<file path="src/rtl/pot_term_pkg.sv">
package pot_term_pkg;
  localparam int unsigned TERM_W  = 4;
  localparam int unsigned BIT_A   = 0;
  localparam int unsigned BIT_W   = 1;
  localparam int unsigned BIT_B   = 2;
  localparam int unsigned BIT_SSD = 3;

  typedef enum logic {
    SEL_TERM  = 1'b0,
    SEL_WIPER = 1'b1
  } wr_sel_e;

  typedef struct packed {
    logic sw_a;
    logic sw_w;
    logic sw_b;
    logic short_wb;
  } sw_ctrl_t;
endpackage

</file>
<file path="src/rtl/pot_rst_sync.sv">
module pot_rst_sync #(
  parameter int unsigned STAGES = 2
) (
  input  logic clk,
  input  logic rst_n,
  output logic rst_sync_n
);
  logic [STAGES-1:0] chain_q;
  logic [STAGES-1:0] chain_d;

  generate
    if (STAGES == 1) begin : g_one
      assign chain_d = 1'b1;
    end else begin : g_many
      assign chain_d = {chain_q[STAGES-2:0], 1'b1};
    end
  endgenerate

  always_ff @(posedge clk or negedge rst_n) begin
    if (!rst_n) chain_q <= '0;
    else        chain_q <= chain_d;
  end

  assign rst_sync_n = chain_q[STAGES-1];
endmodule

</file>
<file path="src/rtl/pot_pin_sync.sv">
module pot_pin_sync #(
  parameter int unsigned STAGES    = 2,
  parameter logic        RESET_VAL = 1'b1
) (
  input  logic clk,
  input  logic rst_n,
  input  logic pin_async,
  output logic pin_sync
);
  logic [STAGES-1:0] stage_q;
  logic [STAGES-1:0] stage_d;

  generate
    if (STAGES == 1) begin : g_one
      assign stage_d = pin_async;
    end else begin : g_many
      assign stage_d = {stage_q[STAGES-2:0], pin_async};
    end
  endgenerate

  always_ff @(posedge clk or negedge rst_n) begin
    if (!rst_n) stage_q <= {STAGES{RESET_VAL}};
    else        stage_q <= stage_d;
  end

  assign pin_sync = stage_q[STAGES-1];

  generate
    if (STAGES == 2) begin : g_chk
      // a rising synchronized level reflects the pin two edges earlier
      p_sync_rise_r11: assert property (@(posedge clk) disable iff (!rst_n)
        $rose(pin_sync) |-> $past(pin_async, 2));
      p_sync_fall_r11: assert property (@(posedge clk) disable iff (!rst_n)
        $fell(pin_sync) |-> !$past(pin_async, 2));
    end
  endgenerate
endmodule

</file>
<file path="src/rtl/pot_regs.sv">
module pot_regs
  import pot_term_pkg::*;
#(
  parameter int unsigned WIPER_W = 8
) (
  input  logic               clk,
  input  logic               rst_n,
  input  logic               wr_en,
  input  wr_sel_e            wr_sel,
  input  logic [WIPER_W-1:0] wr_data,
  output logic [TERM_W-1:0]  term_q,
  output logic [WIPER_W-1:0] wiper_q
);
  localparam logic [WIPER_W-1:0] WIPER_RST = WIPER_W'(1) << (WIPER_W - 1);
  localparam logic [TERM_W-1:0]  TERM_RST  =
    TERM_W'((1 << BIT_A) | (1 << BIT_W) | (1 << BIT_B));

  logic [TERM_W-1:0]  term_d;
  logic [WIPER_W-1:0] wiper_d;
  logic               term_ld;
  logic               wiper_ld;

  assign term_ld  = wr_en && (wr_sel == SEL_TERM);
  assign wiper_ld = wr_en && (wr_sel == SEL_WIPER);

  always_comb begin
    term_d  = term_q;
    wiper_d = wiper_q;
    if (term_ld)  term_d  = wr_data[TERM_W-1:0];
    if (wiper_ld) wiper_d = wr_data;
  end

  always_ff @(posedge clk or negedge rst_n) begin
    if (!rst_n) begin
      term_q  <= TERM_RST;
      wiper_q <= WIPER_RST;
    end else begin
      term_q  <= term_d;
      wiper_q <= wiper_d;
    end
  end

  p_term_load_r2: assert property (@(posedge clk) disable iff (!rst_n)
    (wr_en && wr_sel == SEL_TERM) |=> term_q == $past(wr_data[TERM_W-1:0]));
  p_wiper_load_r3: assert property (@(posedge clk) disable iff (!rst_n)
    (wr_en && wr_sel == SEL_WIPER) |=> wiper_q == $past(wr_data));
  p_term_hold_r7: assert property (@(posedge clk) disable iff (!rst_n)
    !(wr_en && wr_sel == SEL_TERM) |=> $stable(term_q));
  p_wiper_hold_r8: assert property (@(posedge clk) disable iff (!rst_n)
    !(wr_en && wr_sel == SEL_WIPER) |=> $stable(wiper_q));
endmodule

</file>
<file path="src/rtl/pot_term_mux.sv">
module pot_term_mux
  import pot_term_pkg::*;
(
  input  logic              force_sd,
  input  logic [TERM_W-1:0] term_bits,
  output sw_ctrl_t          sw
);
  always_comb begin
    if (force_sd) begin
      sw.sw_a     = 1'b0;
      sw.sw_w     = 1'b1;
      sw.sw_b     = 1'b1;
      sw.short_wb = 1'b1;
    end else begin
      sw.sw_a     = term_bits[BIT_A];
      sw.sw_w     = term_bits[BIT_W];
      sw.sw_b     = term_bits[BIT_B];
      sw.short_wb = 1'b0;
    end
  end

  always_comb begin
    // the short never coexists with a closed A switch
    p_short_opens_a_r10: assert (!(sw.short_wb && sw.sw_a));
  end
endmodule

</file>
<file path="src/rtl/pot_term_ctrl.sv">
module pot_term_ctrl
  import pot_term_pkg::*;
#(
  parameter int unsigned WIPER_W     = 8,
  parameter int unsigned SYNC_STAGES = 2
) (
  input  logic               clk,
  input  logic               rst_n,
  input  logic               shdn_n,
  input  logic               wr_en,
  input  logic               wr_sel,
  input  logic [WIPER_W-1:0] wr_data,
  output logic               sw_a_en,
  output logic               sw_w_en,
  output logic               sw_b_en,
  output logic               w_to_b_short,
  output logic [WIPER_W-1:0] wiper_code
);
  logic               rst_sync_n;
  logic               shdn_sync_n;
  logic [TERM_W-1:0]  term_q;
  logic [WIPER_W-1:0] wiper_q;
  logic               force_sd;
  sw_ctrl_t           sw;

  pot_rst_sync #(.STAGES(2)) u_rst_sync (
    .clk        (clk),
    .rst_n      (rst_n),
    .rst_sync_n (rst_sync_n)
  );

  pot_pin_sync #(.STAGES(SYNC_STAGES), .RESET_VAL(1'b1)) u_pin_sync (
    .clk       (clk),
    .rst_n     (rst_sync_n),
    .pin_async (shdn_n),
    .pin_sync  (shdn_sync_n)
  );

  pot_regs #(.WIPER_W(WIPER_W)) u_regs (
    .clk     (clk),
    .rst_n   (rst_sync_n),
    .wr_en   (wr_en),
    .wr_sel  (wr_sel_e'(wr_sel)),
    .wr_data (wr_data),
    .term_q  (term_q),
    .wiper_q (wiper_q)
  );

  assign force_sd = !shdn_sync_n || term_q[BIT_SSD];

  pot_term_mux u_mux (
    .force_sd  (force_sd),
    .term_bits (term_q),
    .sw        (sw)
  );

  assign sw_a_en      = sw.sw_a;
  assign sw_w_en      = sw.sw_w;
  assign sw_b_en      = sw.sw_b;
  assign w_to_b_short = sw.short_wb;
  assign wiper_code   = wiper_q;

  p_pin_forces_r4: assert property (@(posedge clk) disable iff (!rst_sync_n)
    !shdn_sync_n |-> (!sw_a_en && sw_w_en && sw_b_en && w_to_b_short));
  p_soft_forces_r5: assert property (@(posedge clk) disable iff (!rst_sync_n)
    term_q[BIT_SSD] |-> (!sw_a_en && sw_w_en && sw_b_en && w_to_b_short));
  p_normal_follow_r6: assert property (@(posedge clk) disable iff (!rst_sync_n)
    (shdn_sync_n && !term_q[BIT_SSD]) |->
      (!w_to_b_short && sw_a_en == term_q[BIT_A] &&
       sw_w_en == term_q[BIT_W] && sw_b_en == term_q[BIT_B]));
  p_wiper_out_r3: assert property (@(posedge clk) disable iff (!rst_sync_n)
    wiper_code == wiper_q);
endmodule

</file>
<file path="config.mk">
export PLATFORM = sky130hd
export DESIGN_NAME = pot_term_ctrl
export DESIGN_NICKNAME = d
export VERILOG_FILES = /design/src/rtl/pot_term_pkg.sv /design/src/rtl/pot_rst_sync.sv /design/src/rtl/pot_pin_sync.sv /design/src/rtl/pot_regs.sv /design/src/rtl/pot_term_mux.sv /design/src/rtl/pot_term_ctrl.sv
export SDC_FILE = /design/constraint.sdc
export NUM_CORES = 1
export LEC_CHECK = 0
export CAP_MARGIN = 25
export CORE_MARGIN = 3
export CORE_UTILIZATION = 40
export CTS_CLUSTER_SIZE = 28
export DETAILED_ROUTE_END_ITERATION = 8
export GPL_TIMING_DRIVEN = 0
export PLACE_DENSITY = 0.76
export SYNTH_ARGS = -nofsm -noshare
export SYNTH_HDL_FRONTEND = slang
export SYNTH_SLANG_ARGS = --single-unit
export TNS_END_PERCENT = 5
</file>
<file path="constraint.sdc">
create_clock -name clk -period 1.74 [get_ports clk]
set_clock_uncertainty 0.2 [all_clocks]
set_input_delay 0.348 -clock clk [delete_from_list [all_inputs] [get_ports clk]]
set_output_delay 0.348 -clock clk [all_outputs]
set_load 0.05 [all_outputs]
</file>
==> results of run 1 <==
## registers in the layout, summed over array words and instances (netlist names)
signal	cells
u_regs.wiper_q	8
u_pin_sync.stage_q	2
u_regs.term_q	4
u_rst_sync.chain_q	2
## cell type report
type                            instances  area [sq um]
Fill cell                             114         464.2
Sequential cell                        16         407.9
Timing Repair Buffer                   24         234.0
Multi-Input combinational cell         19         198.9
Clock buffer                            3         22.52
Tap cell                               15         18.77
Inverter                                1         3.754
## layer usage
metal,vias up,GRT usage (%)
li1,173,-
met1,194,14.03
met2,12,20.34
met3,0,5.179
met4,0,3.614
met5,-,0
## logic make-up (layout without fill, tap and decap cells)
| logic type | count (synthesis) | count (layout) | share of synthesized area, % |
|---|---|---|---|
| flip-flops | 16 | 16 | 67.92 |
| buffers and inverters | 1 | 28 | 0.6244 |
| multiplexers | 12 | 12 | 22.50 |
| other | 1 | 1 | 0.6244 |
| AND/OR/NAND/NOR | 6 | 6 | 8.334 |
## power by group through the flow
| stage | logic, mW | registers [mW] | clock network, mW |
|---|---|---|---|
| after floorplan | 0.0876 | 0.557 | 0 |
| after global placement | 0.296 | 0.459 | 0 |
| after detailed placement | 0.300 | 0.461 | 0 |
| after CTS | 0.286 | 0.455 | 0.186 |
| after global routing | 0.299 | 0.463 | 0.207 |
| final | 0.285 | 0.456 | 0.178 |
## per-stage QoR
| stage | setup slack (ns) | hold slack [ns] | instances | utilization [%] | instance area [sq um] |
|---|---|---|---|---|---|
| after floorplan | 0.04853 | -0.1476 | 36 | - | 600.6 |
| after global placement | -0.5122 | 0.03682 | 75 | 63.67 | 859.6 |
| after detailed placement | -0.4958 | 0.03854 | 75 | 63.67 | 859.6 |
| after CTS | -0.1344 | 0.02709 | 78 | 65.71 | 887.1 |
| after global routing | -0.1323 | 0.006784 | 78 | 65.62 | 885.9 |
| final | -0.05543 | 0.02015 | 78 | 65.62 | 885.9 |
## cells in the final DEF, fill, tap and decap left out, types with 2 or more instances in the layout
cell             count
mux2_2              12
clkdlybuf4s50_1     12
dfrtp_1             10
dfstp_2              6
clkdlybuf4s15_1      4
clkbuf_4             3
dlygate4sd2_1        3
nand2b_1             2
buf_6                2
buf_2                2
## worst max-delay path by stage
stage | cells past startpoint | slack (ns) | end | startpoint
floorplan | 2 | 0.05 | sw_a_en | u_pin_sync.stage_q[1]
global placement | 3 | -0.51 | sw_a_en | u_pin_sync.stage_q[1]
detailed placement | 3 | -0.50 | sw_a_en | u_pin_sync.stage_q[1]
CTS | 3 | -0.13 | w_to_b_short | u_pin_sync.stage_q[1]
global route | 3 | -0.13 | sw_a_en | u_pin_sync.stage_q[1]
finish | 3 | -0.06 | sw_a_en | u_pin_sync.stage_q[1]
==> impl_metrics.toml, run 1 <==
[routing]
wl_met1_microns = 419
postRouteWirelength_microns = 1003
routed.top_layer = "met3"
postRouteAntennaNets = 0
routed-wl-met2_microns = 509
via_count = 379
vias_per_cell = 4.859
drt-pass1-iter-count = 4
drc = 0
post_drt_wl_per_cell_microns = 12.86
wl_met3_microns = 74
drt_iter0_markers = 1

[synth]
synth_common_cells = "mux2_2, dfrtp_1, dfstp_2"
yosysMostFrequentCell = "mux2_2"
ys_ff_latch = 16
syn_nets = 49
synth_flop_cell = "dfrtp_1"
synth_cell_types = 10
synth_area_per_cell_sq_um = 16.68
ys_seq_area_share_pct = 67.92
yosysWarnings = 0
synth_area_leaders = "dfrtp_1, dfstp_2, mux2_2"
synth-edff-count = 0
yosysTopAreaCell = "dfrtp_1"
netlist_area_sq_um = 600.6
syn_inst = 36
async_flop_share_pct = 100.0
synth_top_area_share_pct = 41.67

[clock_tree]
cts.sinks = 16
insertion_delay_ns = 0.27
post_cts_buffers = 0
cts.repair.resized = 36
clock_path_buffers = 2
cts_tree = "yes"
clkTransAtPathRegs_ns = 0.08
ctsHoldBuffers = 0
clockRootBuffer = "clkbuf_4"
cts_buffers = 3
htree_levels = 1

[setup_path]
endpoint_kind = "output port"
required_ns = 1.19
reg2reg_depth = 1
rr_endpoint = "u_regs.term_q[3]"
path_class = "reg2out"
arrival_ns = 1.25
path_cells = "nor2b_4 -> and2_4 -> buf_8"
worstReg2RegStart = "u_regs.term_q[3]"
critical_path_buf_inv_count = 1
crit_family = "flip-flops"
ff2ff_setup_slack_ns = 0.74
cp_max_fo = 4
cp_slowest_cell = "dfstp_2"
start_kind = "flop"
critPathMaxStageDelay_ns = 0.53

[sta]
finalSetupViolations = 4
fmax_ghz = 0.5570
hold_violations = 0
final-max-slew-violation-count = 0
slew_headroom_pct = 64.34
worst_slew_pin_slew_ns = 0.5349
finalSetupTns_ns = -0.07705
setup_slack_ns = -0.05543
min_period_over_period_pct = 103.2
period_minus_slack_ns = 1.795
rsz0062_at_grt = "true"

[placement]
io_buffers = 24
place_congestion = 0.6806
hpwl_microns = 801.2

[finish]
n_antenna_cell = 0
drive_gt1_share_pct = 47.62
area.growth.synth_to_final_pct = 47.50
nNetsFinal = 78

[global_routing]
grt-ovfl-total = 0
grt_max_degree = 15
grt_pass1_vias = 409
antenna_found_initial = 0
grt_usage_pct = 12.14
grt_pass1_wl_microns = 1731

[pwr]
internal_power_mw = 0.6202
swShare_pct = 32.51
powerDensity_nw_per_um2 = 1037
clockPowerShare_pct = 19.4
power_frac_comb_pct = 31.1
p_seq_share_pct = 49.6
power_mw = 0.9189
power_leakage_nw = 0.3876
p_sw_mw = 0.2987
ir_worst_vdd_mv = 0.6740

[floorplan]
die_y_microns = 44.75
die_x_microns = 44.75
io_pins = 25
initial_core_util_pct = 44.49
die_area_sq_um = 2003
fp-row-count = 13
core_area_sq_um = 1350

[outcome]
status = "finished with violations"
violations = "negative setup slack"

[run]
drv_cap = 0

[min_path]
hp-class = "reg2async"
Power figures use the tool's default switching activity.
==> inputs of run 2 (changes only) <==
--- a/config.mk
+++ b/config.mk
@@ -6,11 +6,12 @@
 export NUM_CORES = 1
 export LEC_CHECK = 0
 export CAP_MARGIN = 25
-export CORE_MARGIN = 3
+export CORE_MARGIN = 1
 export CORE_UTILIZATION = 40
 export CTS_CLUSTER_SIZE = 28
 export DETAILED_ROUTE_END_ITERATION = 8
 export GPL_TIMING_DRIVEN = 0
+export MAX_ROUTING_LAYER = met4
 export PLACE_DENSITY = 0.76
 export SYNTH_ARGS = -nofsm -noshare
 export SYNTH_HDL_FRONTEND = slang
==> run 2 against run 1 <==
Sequential cell count did not move. Combinational power fell by 1%. Via count fell by 4.2%. Final area fell by 0.71%. Sequential power barely moved. Sequential share of layout area rose by 0.33 points. Worst setup slack got worse by 0.013 ns. Non-clock buffer count did not move. Highest routed layer unchanged. Maximum frequency fell by 0.72%. Worst hold slack got worse by 0.0050 ns. The flow still finishes with violations (negative setup slack). Critical path type unchanged. Routed wire length fell by 0.20%.
==> impl_metrics.toml, run 2 (synthesis results as in run 1) <==
[outcome]
status = "finished with violations"
violations = "negative setup slack"

[floorplan]
die_y_microns = 40.75
die_x_microns = 40.75
die_area_sq_um = 1661
io_pins = 25
initial_core_util_pct = 44.49
fp-row-count = 13
core_area_sq_um = 1350

[setup_path]
path_class = "reg2out"
critPathMaxStageDelay_ns = 0.53
crit_family = "flip-flops"
arrival_ns = 1.26
ff2ff_setup_slack_ns = 0.74
required_ns = 1.19
cp_slowest_cell = "dfstp_2"
endpoint_kind = "output port"
cp_max_fo = 4
critical_path_buf_inv_count = 1
start_kind = "flop"
path_cells = "nor2b_4 -> and2_4 -> buf_8"

[clock_tree]
cts.sinks = 16
clkTransAtPathRegs_ns = 0.09
post_cts_buffers = 0
insertion_delay_ns = 0.27
cts_tree = "yes"
cts_buffers = 3
ctsHoldBuffers = 0
clock_path_buffers = 2
clockRootBuffer = "clkbuf_4"
htree_levels = 1

[pwr]
clockPowerShare_pct = 20.7
powerDensity_nw_per_um2 = 1057
p_seq_share_pct = 49.0
swShare_pct = 32.72
internal_power_mw = 0.6252
power_leakage_nw = 0.3808
p_sw_mw = 0.3041
power_frac_comb_pct = 30.2
ir_worst_vdd_mv = 0.6253

[global_routing]
busiest_layer = "met2"
antenna_found_initial = 0
gr-usage-met3_pct = 3.261
grt_max_degree = 15
use_met1_pct = 18.28
grt_pass1_vias = 343
grt_use_met2_pct = 21.83
grt_usage_pct = 14.13
grt_pass1_wl_microns = 1442
grt-ovfl-total = 0

[sta]
finalSetupViolations = 4
rsz0062_at_grt = "true"
period_minus_slack_ns = 1.809
setup_slack_ns = -0.06854
fmax_ghz = 0.5529
slew_headroom_pct = 64.50
min_period_over_period_pct = 103.9
finalSetupTns_ns = -0.1621
final-max-slew-violation-count = 0
worst_slew_pin_slew_ns = 0.5326
holdWs_ns = 0.01515
hold_violations = 0

[routing]
post_drt_wl_per_cell_microns = 12.67
drt-pass1-iter-count = 2
drc = 0
via_count = 363
drt_iter0_markers = 1
postRouteAntennaNets = 0
postRouteWirelength_microns = 1001
vias_per_cell = 4.595

[finish]
fillers = 103
most-common-layout-cells = "mux2_2, clkdlybuf4s50_1, dfrtp_1, clkdlybuf4s15_1, dfstp_2"
final_cells = 79
nNetsFinal = 78
area.growth.synth_to_final_pct = 46.46
n_antenna_cell = 0
top_regs = "u_regs.wiper_q x8, u_regs.term_q x4"
drive_gt1_share_pct = 46.88
largest_reg_flops = 8
post-route-util_pct = 65.15
largest_register = "u_regs.wiper_q"

[placement]
place_inst = 75
pre_cts_ws_ns = -0.5427
place_congestion = 0.6259
io_buffers = 24

[run]
drv_cap = 0

[min_path]
hp-class = "reg2async"
-- run 2: cell types whose count changed in the layout (fill, tap and decap cells not counted) --
cell,previous run,this run
clkbuf_1,0,1
buf_2,2,4
buf_6,2,0
clkdlybuf4s15_1,4,6
dlygate4sd2_1,3,1
-- run 2: final cells by class --
class                           count  area (sq um)  area share (%)
Sequential cell                    16         407.9           46.37
Timing Repair Buffer               24         224.0           25.46
Clock buffer                        4         26.28           2.987
Inverter                            1         3.754          0.4267
Tap cell                           15         18.77           2.134
Multi-Input combinational cell     19         198.9           22.62
-- run 2: power by group through the flow --
stage                     clock, mW  combinational, mW  sequential [mW]
final                         0.193              0.281            0.456
after global routing          0.217              0.294            0.464
after CTS                     0.205              0.283            0.456
after detailed placement          0              0.300            0.462
after global placement            0              0.296            0.459
after floorplan                   0             0.0876            0.557
-- run 2: timing repair --
action                                  4_1_cts  5_1_grt
pin swaps                                     0        1
endpoints found under the setup margin       12       11
resized for setup                            28       16
-- run 2: path summary, 6_finish.rpt --
check	from	to	cells after the start
setup reg to reg	u_regs.term_q[3]	u_regs.term_q[3]	1
setup / recovery	u_pin_sync.stage_q[1]	sw_a_en	3
hold / removal	u_rst_sync.chain_q[1]	u_regs.term_q[3]	0
hold reg to reg	u_rst_sync.chain_q[1]	u_regs.term_q[3]	0
min in group clk	u_pin_sync.stage_q[0]	u_pin_sync.stage_q[1]	0
max in group asynchronous	u_rst_sync.chain_q[1]	u_regs.term_q[0]	0
-- run 2: per-stage QoR --
stage | power, mW | instance area, sq um
6_report | 0.9293 | 879.6
2_1_floorplan | 0.6441 | 600.6
3_3_place_gp | 0.7549 | 859.6
3_5_place_dp | 0.7614 | 859.6
4_1_cts | 0.9434 | 890.9
5_1_grt | 0.9758 | 879.6
-- run 2: metal layers --
| metal | vias to the layer above | part of all wire, % |
|---|---|---|
| met5 | - | 0 |
| met4 | 0 | 0 |
| met3 | 0 | 5.7 |
| met2 | 13 | 51 |
| met1 | 174 | 43 |
| li1 | 176 | - |
